<file path="config.mk">
export PLATFORM = sky130hd
export DESIGN_NAME = slice_alu
export DESIGN_NICKNAME = d
export VERILOG_FILES = /design/src/rtl/slice_alu_pkg.sv /design/src/rtl/alu_bit_slice.sv /design/src/rtl/alu_nibble.sv /design/src/rtl/slice_alu.sv
export SDC_FILE = /design/constraint.sdc
export NUM_CORES = 1
export LEC_CHECK = 0
export ABC_AREA = 1
export BUFFER_PORTS_ARGS = -buffer_cell sky130_fd_sc_hd__buf_2
export CAP_MARGIN = 20
export CORE_AREA = 2 2 42 82
export DETAILED_ROUTE_END_ITERATION = 10
export DIE_AREA = 0 0 44 84
export GPL_ROUTABILITY_DRIVEN = 0
export GPL_TIMING_DRIVEN = 0
export PLACE_DENSITY_LB_ADDON = 0.25
export SLEW_MARGIN = 20
export SYNTH_ARGS = -nofsm -noshare
export SYNTH_HDL_FRONTEND = slang
export SYNTH_HIERARCHICAL = 1
export SYNTH_SLANG_ARGS = --single-unit
export TNS_END_PERCENT = 100
</file>
<file path="constraint.sdc">
create_clock -name clk -period 8.8 [get_ports clk]
set_clock_uncertainty 0.1 [all_clocks]
set_input_delay 1.76 -clock clk [delete_from_list [all_inputs] [get_ports clk]]
set_output_delay 1.76 -clock clk [all_outputs]
set_load 0.03 [all_outputs]
</file>
<file path="src/rtl/slice_alu_pkg.sv">
package slice_alu_pkg;
    typedef enum logic [1:0] {
        MODE_LOGIC = 2'b00,
        MODE_ADD   = 2'b01,
        MODE_SHL   = 2'b10,
        MODE_SHR   = 2'b11
    } alu_mode_e;

    localparam int NIBBLE_BITS = 4;
endpackage

</file>
<file path="src/rtl/alu_bit_slice.sv">
module alu_bit_slice
    import slice_alu_pkg::*;
(
    input  alu_mode_e  mode,
    input  logic [3:0] func,
    input  logic       q_bit,
    input  logic       b_bit,
    input  logic       cy_in,
    input  logic       below_bit,
    input  logic       above_bit,
    output logic       res_bit,
    output logic       cy_out
);
    logic half_sum;

    always_comb begin
        half_sum = q_bit ^ b_bit;
        cy_out   = (q_bit & b_bit) | (cy_in & half_sum);
        unique case (mode)
            MODE_LOGIC: res_bit = func[{q_bit, b_bit}];
            MODE_ADD:   res_bit = half_sum ^ cy_in;
            MODE_SHL:   res_bit = below_bit;
            MODE_SHR:   res_bit = above_bit;
            default:    res_bit = 1'b0;
        endcase
    end
endmodule

</file>
<file path="src/rtl/alu_nibble.sv">
module alu_nibble
    import slice_alu_pkg::*;
#(
    parameter int SLICES = NIBBLE_BITS
) (
    input  alu_mode_e         mode,
    input  logic [3:0]        func,
    input  logic [SLICES-1:0] q_nib,
    input  logic [SLICES-1:0] b_nib,
    input  logic              cy_in,
    input  logic              below_in,
    input  logic              above_in,
    output logic [SLICES-1:0] res_nib,
    output logic              cy_out
);
    logic [SLICES:0] chain;
    assign chain[0] = cy_in;
    assign cy_out   = chain[SLICES];

    for (genvar i = 0; i < SLICES; i++) begin : g_slice
        logic below_w, above_w;
        if (i == 0) begin : g_lo
            assign below_w = below_in;
        end else begin : g_lo_mid
            assign below_w = q_nib[i-1];
        end
        if (i == SLICES - 1) begin : g_hi
            assign above_w = above_in;
        end else begin : g_hi_mid
            assign above_w = q_nib[i+1];
        end

        alu_bit_slice u_slice (
            .mode      (mode),
            .func      (func),
            .q_bit     (q_nib[i]),
            .b_bit     (b_nib[i]),
            .cy_in     (chain[i]),
            .below_bit (below_w),
            .above_bit (above_w),
            .res_bit   (res_nib[i]),
            .cy_out    (chain[i+1])
        );
    end
endmodule

</file>
<file path="src/rtl/slice_alu.sv">
module slice_alu
    import slice_alu_pkg::*;
#(
    parameter int WIDTH = 8
) (
    input  logic             clk,
    input  logic             rst_n,
    input  logic [WIDTH-1:0] q_in,
    input  logic [WIDTH-1:0] bus_in,
    input  logic             carry_in,
    input  logic [1:0]       op_mode,
    input  logic [3:0]       func_code,
    input  logic             load_r,
    output logic [WIDTH-1:0] alu_out,
    output logic             carry_out,
    output logic [WIDTH-1:0] r_out
);
    localparam int NIBBLES = WIDTH / NIBBLE_BITS;

    if ((WIDTH % NIBBLE_BITS) != 0 || WIDTH < NIBBLE_BITS) begin : g_bad_width
        $error("slice_alu: WIDTH must be a positive multiple of 4");
    end

    typedef struct packed {
        logic [WIDTH-1:0] r;
    } state_t;

    alu_mode_e        mode_e;
    logic [NIBBLES:0] nib_cy;
    state_t           st_d, st_q;

    assign mode_e    = alu_mode_e'(op_mode);
    assign nib_cy[0] = carry_in;

    for (genvar k = 0; k < NIBBLES; k++) begin : g_nib
        localparam int LO = k * NIBBLE_BITS;
        localparam int HI = LO + NIBBLE_BITS - 1;
        logic below_w, above_w;
        if (k == 0) begin : g_first
            assign below_w = carry_in;
        end else begin : g_first_mid
            assign below_w = q_in[LO-1];
        end
        if (k == NIBBLES - 1) begin : g_last
            assign above_w = carry_in;
        end else begin : g_last_mid
            assign above_w = q_in[HI+1];
        end

        alu_nibble #(.SLICES(NIBBLE_BITS)) u_nibble (
            .mode     (mode_e),
            .func     (func_code),
            .q_nib    (q_in[HI:LO]),
            .b_nib    (bus_in[HI:LO]),
            .cy_in    (nib_cy[k]),
            .below_in (below_w),
            .above_in (above_w),
            .res_nib  (alu_out[HI:LO]),
            .cy_out   (nib_cy[k+1])
        );
    end

    always_comb begin
        unique case (mode_e)
            MODE_ADD: carry_out = nib_cy[NIBBLES];
            MODE_SHL: carry_out = q_in[WIDTH-1];
            MODE_SHR: carry_out = q_in[0];
            default:  carry_out = 1'b0;
        endcase
    end

    always_comb begin
        st_d = st_q;
        if (load_r) begin
            st_d.r = alu_out;
        end
    end

    always_ff @(posedge clk or negedge rst_n) begin
        if (!rst_n) begin
            st_q <= '0;
        end else begin
            st_q <= st_d;
        end
    end

    assign r_out = st_q.r;
endmodule

</file>
==> flow_metrics.py <==
metrics = {
    "clocking": {
        "clk_pin_slew_ps": 40,
        "cts-root-buf": "clkbuf_8",
        "numClockSinks": 8,
        "ctsHoldBuffers": 0,
        "worstSkewPairLatency_ps": 230,
        "cts_tree": "built",
        "numCtsBuffers": 3,
        "cts.repair.resized": 0,
        "postCtsSetupBuffers": 0,
        "clk_path_buf_depth": 2,
        "cts.htree.levels": 1,
    },
    "routing": {
        "ant_nets": 0,
        "route.met2.wl_mm": 1.69,
        "wl_met3_um": 151,
        "drt_iter0_markers": 17,
        "vias": 1301,
        "drc": 0,
        "wl_per_cell_um": 10.8,
        "met1Wirelength_mm": 1.09,
        "drtPass1Iterations": 4,
        "drt_wl_total_mm": 2.98,
        "via_per_inst": 4.73,
        "top_layer": "met4",
    },
    "grt": {
        "grt_overflow": 0,
        "grt_pass1_vias": 1227,
        "antenna_found_initial": 0,
        "grt_start_max_net_pins": 28,
        "track_usage_pct": 17.8,
        "grt_pass1_wl_mm": 5.11,
    },
    "die": {
        "fp-row-count": 29,
        "io_pins": 43,
        "die_area_mm2": 0.00370,
        "initial_utilization_pct": 37.8,
        "die_h_um": 84,
        "die_w_um": 44,
        "core-area_mm2": 0.00312,
    },
    "synth": {
        "synth.yosys.seq_area_share_pct": 17.0,
        "synth-seq-cells": 8,
        "yosys_warnings": 6,
        "avgSynthCellArea_um2": 5.93,
        "syn_nets": 233,
        "syn_area_mm2": 0.00118,
        "syn_inst": 199,
        "synth_cell_types": 11,
    },
    "finish": {
        "layout-drive-gt1-share_pct": 32.0,
        "nFillCells": 366,
        "multi_input_area_um2": 781,
        "layout_common_cells": "56 x nand2_1, 42 x buf_2, 34 x inv_1, 28 x nand3_1",
        "layout_commonest_cell": "nand2_1",
        "largest_register_ffs": 8,
        "antenna_cells": 0,
        "area_growth_pct": 24.6,
        "final_nets": 280,
        "regArea_um2": 200,
    },
    "pwr": {
        "comb_power_share_pct": 50.4,
        "p_per_area_mw_per_mm2": 120,
        "vdd.ir_drop.worst_mv": 0.0504,
        "power_frac_clock_pct": 24.6,
        "switching_power_mw": 0.0762,
        "switching_share_pct": 43.2,
        "pwr-share-seq_pct": 25.0,
        "p_int_mw": 0.100,
        "p_leak_nw": 0.885,
    },
    "sta": {
        "clock.fmax_mhz": 119,
        "tightest_slew_ps": 540,
        "worst_slack_ps": 391,
        "setup_viol_count_final": 0,
        "fin_crit_ps": 8410,
        "fin_hold_ws_ps": 411,
        "rsz0062_at_grt": "false",
        "fin_crit_sh_pct": 95.6,
        "fin_tns_setup_ps": 0,
        "hold_viol_final": 0,
        "max_slew_margin_pct": 64.0,
        "slew_viol_final": 0,
    },
    "place": {
        "place_hpwl_mm": 2.43,
        "port_buffers": 42,
        "pre_cts_ws_ps": 370,
    },
    "flow_run": {
        "drv_cap": 0,
    },
    "min_path": {
        "hold_class": "flip-flop to flip-flop",
    },
    "critical_path": {
        "worstPathArrival_ps": 6550,
        "crit_path_start_kind": "input pin",
        "crit_type": "input pin to output pin",
        "cp-end-kind": "output pin",
        "crit_fanout": 4,
        "cp.required_ps": 6940,
    },
    "outcome": {
        "status": "complete, no violations",
    },
}
-- cell usage after synthesis, drive strengths merged --
library cell   n  area [um^2]
inv           50          188
dfrtp          8          200
o21ai         16         80.1
nor2          16         60.1
nand3         36          220
nand2         64          260
buf            1         11.3
fa             8          160
-- metrics by stage --
step | util [%] | total power, mW | instance area (um^2) | instances
3_3_place_gp | 45.8 | 0.133 | 1430 | 272
5_1_grt | 47.1 | 0.192 | 1470 | 275
4_1_cts | 47.1 | 0.179 | 1470 | 275
6_report | 47.1 | 0.176 | 1470 | 275
3_5_place_dp | 45.8 | 0.134 | 1430 | 272
2_1_floorplan | - | 0.103 | 1180 | 199
-- power groups by stage --
stage | registers (mW) | logic [mW] | clock network (mW)
6_report | 0.0441 | 0.0888 | 0.0434
3_5_place_dp | 0.0448 | 0.0895 | 0
2_1_floorplan | 0.0552 | 0.0476 | 0
3_3_place_gp | 0.0444 | 0.0890 | 0
5_1_grt | 0.0446 | 0.101 | 0.0465
4_1_cts | 0.0443 | 0.0901 | 0.0443
-- path summary, 6_finish.rpt --
check / from / endpoint / slack (ps) / cells after the start
max reg2reg: r_out[6]$_DFFE_PN0P_ / r_out[6]$_DFFE_PN0P_ / 8070 / 2
min reg2reg: r_out[0]$_DFFE_PN0P_ / r_out[0]$_DFFE_PN0P_ / 410 / 2
min in group asynchronous: rst_n / r_out[5]$_DFFE_PN0P_ / 1260 / 1
max: q_in[0] / alu_out[7] / 390 / 28
max in group asynchronous: rst_n / r_out[0]$_DFFE_PN0P_ / 7170 / 1
min: r_out[0]$_DFFE_PN0P_ / r_out[0]$_DFFE_PN0P_ / 410 / 2
-- cell type report --
class,count,area share (%)
flip-flops and latches,8,13.6
clock buffers,3,2.81
multi-input cells,140,53.1
well taps,31,2.64
inverters,50,12.8
repair buffers,42,14.3
plain buffers,1,0.766
-- cells by family (layout without fill, tap and decap cells) --
| logic type | after synthesis | count (layout) | share of synthesized area [%] |
|---|---|---|---|
| AOI/OAI and AO/OA | 16 | 16 | 6.79 |
| DFF | 8 | 8 | 17.0 |
| adders and majority gates | 8 | 8 | 13.6 |
| and+or+nand+nor | 116 | 116 | 45.8 |
| buffers and inverters | 51 | 96 | 16.9 |
-- layer usage --
layer,global-route usage (%),up-vias
li1,-,692
met1,18.6,571
met2,33.7,33
met3,2.38,5
met4,5.79,0
met5,0,-
-- critical path: stages --
cell and delay [ps]:
buf_2 130, inv_1 80, fa_1 380, inv_1 60
inv_1 50, fa_1 400, inv_1 60, inv_1 50
fa_1 400, inv_1 60, inv_1 50, fa_1 410
inv_1 60, inv_1 50, fa_1 400, inv_1 60
inv_1 50, fa_1 410, inv_1 60, inv_1 50
fa_1 420, inv_1 60, inv_1 50, fa_1 530
nor2_1 40, o21ai_0 140, nand2_1 110, buf_2 190
No activity file was read; power rests on OpenSTA's default activity.
